File: src/rtl/serreg_pkg.sv
package serreg_pkg;
    localparam int BYTE_W      = 8;
    localparam int BUS_W       = 32;
    // word indices (byte offset >> 2)
    localparam int WIDX_DATA   = 0;
    localparam int WIDX_CTRL   = 1;
    localparam int WIDX_RATE   = 2;
    // data word fields
    localparam int DB_RXV      = 8;
    localparam int DB_TXR      = 9;
    // control word fields
    localparam int CB_MODE     = 2;
    localparam int CB_TXO      = 7;
    localparam int CB_RXO      = 8;
    localparam int CB_OVR      = 12;
    // rate word fields
    localparam int RB_SCALE    = 16;

    typedef enum logic [2:0] {
        RX_IDLE, RX_START, RX_DATA, RX_STOP, RX_BREAK
    } rx_state_e;
endpackage

File: src/rtl/serreg_rate.sv
module serreg_rate #(
    parameter int STEP_W  = 16,
    parameter int SCALE_W = 12
) (
    input  logic               clk,
    input  logic               rst_n,
    input  logic [STEP_W-1:0]  step,
    input  logic [SCALE_W-1:0] scale,
    output logic               tick
);
    typedef struct packed {
        logic [SCALE_W-1:0] pre;
        logic [STEP_W-1:0]  acc;
    } rate_t;

    rate_t q, d;
    logic  strobe;
    logic [STEP_W:0] sum;

    always_comb begin
        d      = q;
        strobe = (q.pre >= scale);
        sum    = {1'b0, q.acc} + {1'b0, step};
        tick   = 1'b0;
        if (strobe) begin
            d.pre = '0;
            d.acc = sum[STEP_W-1:0];
            tick  = sum[STEP_W];
        end else begin
            d.pre = q.pre + 1'b1;
        end
    end

    always_ff @(posedge clk or negedge rst_n) begin
        if (!rst_n) q <= '0;
        else        q <= d;
    end
endmodule

File: src/rtl/serreg_tx.sv
module serreg_tx import serreg_pkg::*; #(
    parameter int OVS = 16
) (
    input  logic              clk,
    input  logic              rst_n,
    input  logic              tick,
    input  logic              slot_v,
    input  logic [BYTE_W-1:0] slot_b,
    output logic              take,
    output logic              txd
);
    localparam int FRAME_W = BYTE_W + 2;
    localparam int TC_W    = $clog2(OVS);
    localparam int BC_W    = $clog2(FRAME_W);

    typedef struct packed {
        logic               busy;
        logic [FRAME_W-1:0] sh;
        logic [TC_W-1:0]    tcnt;
        logic [BC_W-1:0]    bcnt;
    } tx_t;

    tx_t q, d;

    always_comb begin
        d    = q;
        take = !q.busy && slot_v;
        if (take) begin
            d.busy = 1'b1;
            d.sh   = {1'b1, slot_b, 1'b0};
            d.tcnt = '0;
            d.bcnt = '0;
        end else if (q.busy && tick) begin
            if (q.tcnt == TC_W'(OVS - 1)) begin
                d.tcnt = '0;
                d.sh   = {1'b1, q.sh[FRAME_W-1:1]};
                if (q.bcnt == BC_W'(FRAME_W - 1)) d.busy = 1'b0;
                else                              d.bcnt = q.bcnt + 1'b1;
            end else begin
                d.tcnt = q.tcnt + 1'b1;
            end
        end
    end

    always_ff @(posedge clk or negedge rst_n) begin
        if (!rst_n) begin
            q.busy <= 1'b0;
            q.sh   <= '1;
            q.tcnt <= '0;
            q.bcnt <= '0;
        end else begin
            q <= d;
        end
    end

    assign txd = q.sh[0];

    AST_IDLE_LINE_HIGH: assert property (@(posedge clk) disable iff (!rst_n)
        !q.busy |-> txd);
endmodule

File: src/rtl/serreg_rx.sv
module serreg_rx import serreg_pkg::*; #(
    parameter int OVS = 16
) (
    input  logic              clk,
    input  logic              rst_n,
    input  logic              tick,
    input  logic              rxd,
    output logic              done,
    output logic [BYTE_W-1:0] byte_o
);
    localparam int TC_W = $clog2(OVS);
    localparam int BC_W = $clog2(BYTE_W);

    typedef struct packed {
        logic [1:0]        sync;
        rx_state_e         st;
        logic [TC_W-1:0]   tcnt;
        logic [BC_W-1:0]   bcnt;
        logic [BYTE_W-1:0] sh;
        logic              done;
    } rx_t;

    rx_t  q, d;
    logic line;

    always_comb begin
        d      = q;
        d.done = 1'b0;
        d.sync = {q.sync[0], rxd};
        line   = q.sync[1];
        if (q.st == RX_BREAK) begin
            if (line) d.st = RX_IDLE;
        end else if (tick) begin
            case (q.st)
                RX_IDLE: if (!line) begin
                    d.st   = RX_START;
                    d.tcnt = '0;
                end
                RX_START: if (q.tcnt == TC_W'(OVS/2 - 1)) begin
                    d.tcnt = '0;
                    d.bcnt = '0;
                    d.st   = line ? RX_IDLE : RX_DATA;
                end else begin
                    d.tcnt = q.tcnt + 1'b1;
                end
                RX_DATA: if (q.tcnt == TC_W'(OVS - 1)) begin
                    d.tcnt = '0;
                    d.sh   = {line, q.sh[BYTE_W-1:1]};
                    if (q.bcnt == BC_W'(BYTE_W - 1)) d.st = RX_STOP;
                    else                             d.bcnt = q.bcnt + 1'b1;
                end else begin
                    d.tcnt = q.tcnt + 1'b1;
                end
                RX_STOP: if (q.tcnt == TC_W'(OVS - 1)) begin
                    d.tcnt = '0;
                    d.done = line;
                    d.st   = line ? RX_IDLE : RX_BREAK;
                end else begin
                    d.tcnt = q.tcnt + 1'b1;
                end
                default: d.st = RX_IDLE;
            endcase
        end
    end

    always_ff @(posedge clk or negedge rst_n) begin
        if (!rst_n) begin
            q.sync <= 2'b11;
            q.st   <= RX_IDLE;
            q.tcnt <= '0;
            q.bcnt <= '0;
            q.sh   <= '0;
            q.done <= 1'b0;
        end else begin
            q <= d;
        end
    end

    assign done   = q.done;
    assign byte_o = q.sh;

    AST_DONE_SINGLE: assert property (@(posedge clk) disable iff (!rst_n)
        done |=> !done);
    AST_BREAK_NO_DONE: assert property (@(posedge clk) disable iff (!rst_n)
        (q.st == RX_BREAK) |=> !done);
endmodule

File: src/rtl/serreg_top.sv
module serreg_top import serreg_pkg::*; #(
    parameter int OVS     = 16,
    parameter int STEP_W  = 16,
    parameter int SCALE_W = 12,
    parameter int ADDR_W  = 4
) (
    input  logic              clk,
    input  logic              rst_n,
    input  logic              bus_sel,
    input  logic              bus_wr,
    input  logic [ADDR_W-1:0] bus_addr,
    input  logic [BUS_W-1:0]  bus_wdata,
    output logic [BUS_W-1:0]  bus_rdata,
    input  logic              rxd,
    output logic              txd
);
    localparam int WI_W = ADDR_W - 2;

    typedef struct packed {
        logic               txh_v;
        logic [BYTE_W-1:0]  txh_b;
        logic               rxh_v;
        logic [BYTE_W-1:0]  rxh_b;
        logic [1:0]         mode;
        logic               txo;
        logic               rxo;
        logic               ovr;
        logic [STEP_W-1:0]  step;
        logic [SCALE_W-1:0] scale;
    } regs_t;

    regs_t q, d;

    logic [WI_W-1:0]   widx;
    logic              wr_data, wr_ctrl, wr_rate;
    logic              push, pop;
    logic              tick, tx_take, rx_done;
    logic [BYTE_W-1:0] rx_byte;

    assign widx    = bus_addr[ADDR_W-1:2];
    assign wr_data = bus_sel && bus_wr && (widx == WI_W'(WIDX_DATA));
    assign wr_ctrl = bus_sel && bus_wr && (widx == WI_W'(WIDX_CTRL));
    assign wr_rate = bus_sel && bus_wr && (widx == WI_W'(WIDX_RATE));
    assign push    = wr_data && bus_wdata[DB_TXR] && !q.txh_v;
    assign pop     = wr_data && bus_wdata[DB_RXV];

    serreg_rate #(.STEP_W(STEP_W), .SCALE_W(SCALE_W)) u_rate (
        .clk   (clk),
        .rst_n (rst_n),
        .step  (q.step),
        .scale (q.scale),
        .tick  (tick)
    );

    serreg_tx #(.OVS(OVS)) u_tx (
        .clk    (clk),
        .rst_n  (rst_n),
        .tick   (tick),
        .slot_v (q.txh_v),
        .slot_b (q.txh_b),
        .take   (tx_take),
        .txd    (txd)
    );

    serreg_rx #(.OVS(OVS)) u_rx (
        .clk    (clk),
        .rst_n  (rst_n),
        .tick   (tick),
        .rxd    (rxd),
        .done   (rx_done),
        .byte_o (rx_byte)
    );

    always_comb begin
        d = q;
        // transmit slot: emptied by the shifter, filled by a bus push
        if (tx_take) d.txh_v = 1'b0;
        if (push) begin
            d.txh_v = 1'b1;
            d.txh_b = bus_wdata[BYTE_W-1:0];
        end
        // control word; W1C of the overrun flag precedes a new overrun
        if (wr_ctrl) begin
            d.mode = bus_wdata[CB_MODE +: 2];
            d.txo  = bus_wdata[CB_TXO];
            d.rxo  = bus_wdata[CB_RXO];
            if (bus_wdata[CB_OVR]) d.ovr = 1'b0;
        end
        // receive slot: a consume in the same cycle frees it first
        if (pop) d.rxh_v = 1'b0;
        if (rx_done) begin
            if (q.rxh_v && !pop) begin
                d.ovr = 1'b1;
            end else begin
                d.rxh_v = 1'b1;
                d.rxh_b = rx_byte;
            end
        end
        if (wr_rate) begin
            d.step  = bus_wdata[STEP_W-1:0];
            d.scale = bus_wdata[RB_SCALE +: SCALE_W];
        end
    end

    always_ff @(posedge clk or negedge rst_n) begin
        if (!rst_n) q <= '0;
        else        q <= d;
    end

    always_comb begin
        bus_rdata = '0;
        if (widx == WI_W'(WIDX_DATA)) begin
            bus_rdata[BYTE_W-1:0] = q.rxh_b;
            bus_rdata[DB_RXV]     = q.rxh_v;
            bus_rdata[DB_TXR]     = !q.txh_v;
        end else if (widx == WI_W'(WIDX_CTRL)) begin
            bus_rdata[CB_MODE +: 2] = q.mode;
            bus_rdata[CB_TXO]       = q.txo;
            bus_rdata[CB_RXO]       = q.rxo;
            bus_rdata[CB_OVR]       = q.ovr;
        end else if (widx == WI_W'(WIDX_RATE)) begin
            bus_rdata[STEP_W-1:0]          = q.step;
            bus_rdata[RB_SCALE +: SCALE_W] = q.scale;
        end
    end

    AST_TX_SLOT_LOAD: assert property (@(posedge clk) disable iff (!rst_n)
        (wr_data && bus_wdata[DB_TXR] && !q.txh_v) |=> q.txh_v);
    AST_TX_FULL_KEEP: assert property (@(posedge clk) disable iff (!rst_n)
        (wr_data && bus_wdata[DB_TXR] && q.txh_v && !tx_take) |=> (q.txh_v && $stable(q.txh_b)));
    AST_RX_CONSUME: assert property (@(posedge clk) disable iff (!rst_n)
        (wr_data && bus_wdata[DB_RXV] && !rx_done) |=> !q.rxh_v);
    AST_OVR_KEEP_OLD: assert property (@(posedge clk) disable iff (!rst_n)
        (rx_done && q.rxh_v && !pop) |=> (q.rxh_v && q.ovr && $stable(q.rxh_b)));
    AST_OVR_STICKY: assert property (@(posedge clk) disable iff (!rst_n)
        (q.ovr && !(wr_ctrl && bus_wdata[CB_OVR])) |=> q.ovr);
endmodule

File: config.mk
export PLATFORM = sky130hd
export DESIGN_NAME = serreg_top
export DESIGN_NICKNAME = d
export VERILOG_FILES = /design/src/rtl/serreg_pkg.sv /design/src/rtl/serreg_rate.sv /design/src/rtl/serreg_tx.sv /design/src/rtl/serreg_rx.sv /design/src/rtl/serreg_top.sv
export SDC_FILE = /design/constraint.sdc
export NUM_CORES = 1
export LEC_CHECK = 0
export BUFFER_PORTS_ARGS = -buffer_cell sky130_fd_sc_hd__clkbuf_2
export CAP_MARGIN = 20
export CELL_PAD_IN_SITES_DETAIL_PLACEMENT = 1
export CELL_PAD_IN_SITES_GLOBAL_PLACEMENT = 1
export CORE_MARGIN = 8
export CORE_UTILIZATION = 48
export CTS_BUF_LIST = sky130_fd_sc_hd__clkbuf_4 sky130_fd_sc_hd__clkbuf_8
export DETAILED_ROUTE_END_ITERATION = 8
export PLACE_DENSITY_LB_ADDON = 0.1
export SLEW_MARGIN = 20
export SYNTH_ARGS = -nofsm -noshare
export SYNTH_HDL_FRONTEND = slang
export SYNTH_SLANG_ARGS = --single-unit
File: constraint.sdc
create_clock -name clk -period 4.4 [get_ports clk]
set_clock_uncertainty 0.15 [all_clocks]
set_input_delay 1.1 -clock clk [delete_from_list [all_inputs] [get_ports clk]]
set_output_delay 1.1 -clock clk [all_outputs]
set_load 0.01 [all_outputs]
==> impl.org <==
** Place
- Pre-CTS setup slack :: 0.657 ns
- # port buffers :: 63
- Total half-perimeter wirelength after legalization and detailed placement :: 11500 µm
- Placed instance area :: 6720 µm²
- At the end of routability-driven placement, the weighted congestion stood at 0.815.

** GRT
- Gr ovfl total :: 0
- For this run, the total global-route usage over all layers was measured as 0.200.
- The first global-routing pass estimated 25800 µm of wire.
- The initial antenna violation count is 0.
- Pin count of the biggest net entering global routing :: 63
- Number of global-route vias before repair :: 5055

** Outcome
- Status :: finished clean

** Timing
- Tightest hold margin :: 0.208 ns
- The count of final max-slew check failures came to 0.
- Slew HR :: 0.500
- Summed over all failing endpoints, the final setup total negative slack is 0 ns.
- The final-report hold violation count is 0.
- Period minus WS final :: 3.73 ns
- Setup violations remaining at the end of the flow were counted as 0.
- Post-route clock period utilization :: 0.847
- For the pin with the worst max-slew slack, the measured transition is 0.748 ns.
- RSZ-0062 raised after global routing :: false
- Based on the critical path, the design can be clocked at up to 268 MHz.
- In the post-route analysis, the smallest setup slack over all paths is 0.672 ns.

** Synthesis
- Most numerous cell types in the synthesized netlist :: 107 x sky130_fd_sc_hd__dfrtp_1, 57 x sky130_fd_sc_hd__mux2_2, 52 x sky130_fd_sc_hd__nand2_1
- Netlist Area Pre-Place :: 6210 µm²
- Counting flops with a built-in enable in the synthesized netlist gives 0.
- For this run, the leading register cell type out of synthesis is sky130_fd_sc_hd__dfrtp_1.
- The most common cell in the synthesized netlist is sky130_fd_sc_hd__dfrtp_1.
- The cell count after synthesis came out at 587.
- Synthesis inferred 118 register bits.
- Sorting the synthesized cells by area gives the leading types as sky130_fd_sc_hd__dfrtp_1 43%, sky130_fd_sc_hd__mux2_2 10%, sky130_fd_sc_hd__ha_1 7.0%, sky130_fd_sc_hd__dfstp_2 4.7%, sky130_fd_sc_hd__nand2_1 3.1%.
- Synth Area per Inst :: 10.6 µm²
- Share of the yosys chip area belonging to registers :: 0.477
- Cell type with the highest aggregate area in the netlist :: sky130_fd_sc_hd__dfrtp_1
- The share of synthesized area in the top cell type comes to 0.431.
- Library cells used by synthesis :: 60
- Fraction of registers with async set or reset after synthesis :: 1.00
- Yosys printed 0 warnings.

** Worst setup path
- STA puts the critical path data required time at 3.15 ns.
- Among all stages on the critical path, the largest delay is contributed by sky130_fd_sc_hd__nor2b_1.
- Startpoint type of the worst setup path :: input port
- At the worst endpoint, the arrival time is 2.48 ns.
- CP top delay family :: simple AND/OR/NAND/NOR gates
- CP dominant cell by count :: sky130_fd_sc_hd__clkbuf_2
- The critical path goes through clkbuf_2 -> nor2b_1 -> buf_4 -> nand2_1 -> o21ai_0 -> clkbuf_2.
- By startpoint and endpoint, the worst setup path is classified as in -> out.
- Combined buffer and inverter count along the critical path :: 3
- The worst setup path is captured at an output pin.
- On the worst path, the slowest cell contributes a delay of 0.60 ns.
- Along the worst path, the maximum fanout reaches 18.

** Layout
- The number of antenna diodes in the final layout is 0.
- Multi-input gate area :: 3050 µm²
- The area growth from synthesis to layout is 14.5%.
- Summing all flip-flop and latch instances after layout gives 2970 µm².
- After filler insertion, the fill cell instance count of the layout stands at 1426.
- Area of all placed cells without fillers :: 7110 µm²
- Ratio of cells with drive above 1 in the final layout :: 0.267
- Number of nets at the end of the flow :: 731

** CTS
- In this run the deepest clock path goes through 2 buffers.
- Post-CTS clock slew at the launch and capture registers of the worst setup and hold paths :: 0.06 ns
- Number of hold buffers added after cts :: 0
- Clock tree synthesis selected as its root buffer the cell sky130_fd_sc_hd__clkbuf_8.
- CTS H-tree depth :: 4
- In this run, CTS created clock tree buffers numbering 17.
- CTS saw 118 sinks.
- Clock network latency to the later pin of the worst-skew pair :: 0.45 ns
- Post-CTS Setup Repair Bufs :: 0
- Gates resized during post-CTS repair numbered 0.
- TritonCTS built the clock tree.

** Routing
- Summing over every cut layer, the via total after detailed routing is 4588.
- Detail-routed net length per standard cell :: 18.4 µm
- Total detailed-routing wirelength :: 15400 µm
- After the first detailed-routing iteration, the DRC count stood at 226.
- In the routed design, unresolved DRC markers number 0.
- Dividing the detail-routed via count by the number of cells gives 5.47.
- The detail route stage leaves a number of antenna-violating nets equal to 0.
- The first detailed-routing pass ran for 4 iterations.

** Die
- In this run the vertical extent of the chip is 130 µm.
- The floorplan step defined a core boundary enclosing 12600 µm².
- Die Footprint :: 16800 µm²
- Std cell rows :: 41
- The initial utilization of the core area, before any placement, comes to 0.492.
- I/O Pins :: 74
- Measured along the x axis, the die boundary spans 130 µm.

** Power and ir drop
- Reported leakage power :: 3.46 nW
- Of the total power, registers draw 0.406.
- Dividing total power by cell area gives a power density of 516 nW/µm².
- Cell internal power was estimated by the tool at 0.00237 W.
- Of the total power, the share spent switching nets is 0.355.
- The share of total power dissipated in combinational logic is 0.326.
- Maximum resistive drop on vdd :: 0.000235 V
- Power spent charging and discharging nets :: 0.00131 W
- The share of total power dissipated in the clock network is 0.268.

** Hold path
- Class of the worst hold path :: reg -> reg

** Run
- Across the run, the number of max-cap violations was 0.
[sequential cells by signal, indices dropped and copies added, names as in the netlist]
signal / count
u_tx.txd: 1
q: 51
u_rx.byte_o: 8
u_rx.line: 1
u_rate.q: 28
u_rx.d: 1
u_rx.done: 1
u_tx.q: 17
u_rx.q: 10
[worst register-to-register path, stage by stage (launching register included)]
cell	delay, ns
sky130_fd_sc_hd__dfrtp_1	0.40
sky130_fd_sc_hd__ha_1	0.23
sky130_fd_sc_hd__inv_1	0.07
sky130_fd_sc_hd__fa_1	0.41
sky130_fd_sc_hd__nor2b_1	0.17
sky130_fd_sc_hd__o31ai_1	0.12
sky130_fd_sc_hd__a311o_1	0.35
sky130_fd_sc_hd__a211oi_4	0.44
sky130_fd_sc_hd__o21ai_2	0.20
sky130_fd_sc_hd__or4_4	0.60
sky130_fd_sc_hd__mux2_4	0.31
[routing by layer]
layer,GRT usage,vias up,wire length [µm]
met5,0,-,0
met4,0.0649,0,201
met3,0.0534,16,779
met2,0.334,82,7550
met1,0.246,2298,6910
li1,-,2192,-
[worst paths after layout]
path | from | end | slack (ns) | cells after the start
max reg2reg | q[12] | u_rx.q[9] | 0.83 | 10
min in group asynchronous | rst_n | q[6] | 0.55 | 1
max in group asynchronous | rst_n | u_rx.q[18] | 2.62 | 3
max | bus_addr[2] | bus_rdata[12] | 0.67 | 6
min reg2reg | u_rx.d[20] | u_rx.line | 0.21 | 0
min | u_rx.d[20] | u_rx.line | 0.21 | 0
[final cells by class]
cell class              count  area share
clock buffers              19      0.0368
clock inverters            13      0.0185
inverters                  26      0.0137
multi-input cells         420       0.429
flip-flops and latches    118       0.417
well taps                 172      0.0302
repair buffers             71      0.0549
[power by group through the flow]
stage                     Clock, W  Sequential (W)  Combinational, W
after floorplan                  0         0.00143          0.000931
after global placement           0         0.00149           0.00114
after detailed placement         0         0.00151           0.00120
after CTS                  0.00101         0.00149           0.00121
after global routing       0.00105         0.00152           0.00135
final                     0.000985         0.00149           0.00120
[kinds of logic after synthesis]
group           share of synthesized area
compound gates                      0.119
xor+xnor                           0.0324
fa+ha+maj                          0.0737
buf+inv                            0.0338
flops                               0.477
mux                                 0.133
other cells                      0.000604
simple gates                        0.129
[cell usage in the layout, fill, tap and decap left out, types with 7 or more instances in the layout]
cell                       instances
sky130_fd_sc_hd__nor3_1            7
sky130_fd_sc_hd__clkbuf_2         62
sky130_fd_sc_hd__nand2_1          52
sky130_fd_sc_hd__o21ai_0          27
sky130_fd_sc_hd__mux2_2           57
sky130_fd_sc_hd__xnor2_1           9
sky130_fd_sc_hd__a21o_1            8
sky130_fd_sc_hd__dfstp_2          11
sky130_fd_sc_hd__buf_4             8
sky130_fd_sc_hd__inv_1            26
sky130_fd_sc_hd__nand3_1          17
sky130_fd_sc_hd__a22oi_1           7
sky130_fd_sc_hd__dfrtp_1         107
sky130_fd_sc_hd__mux2i_1          17
sky130_fd_sc_hd__xor2_1           14
sky130_fd_sc_hd__clkbuf_8         19
sky130_fd_sc_hd__ha_1             35
sky130_fd_sc_hd__a21oi_1          37
sky130_fd_sc_hd__nor2_1           40
sky130_fd_sc_hd__and2_1           18
[stage by stage]
stage,power (W),util,std cells
5_1_grt,0.00393,0.564,839
4_1_cts,0.00371,0.564,839
3_3_place_gp,0.00263,0.533,807
2_1_floorplan,0.00236,-,590
3_5_place_dp,0.00271,0.533,807
6_report,0.00367,0.564,839
Note: power is estimated with default switching activity, not from simulation.
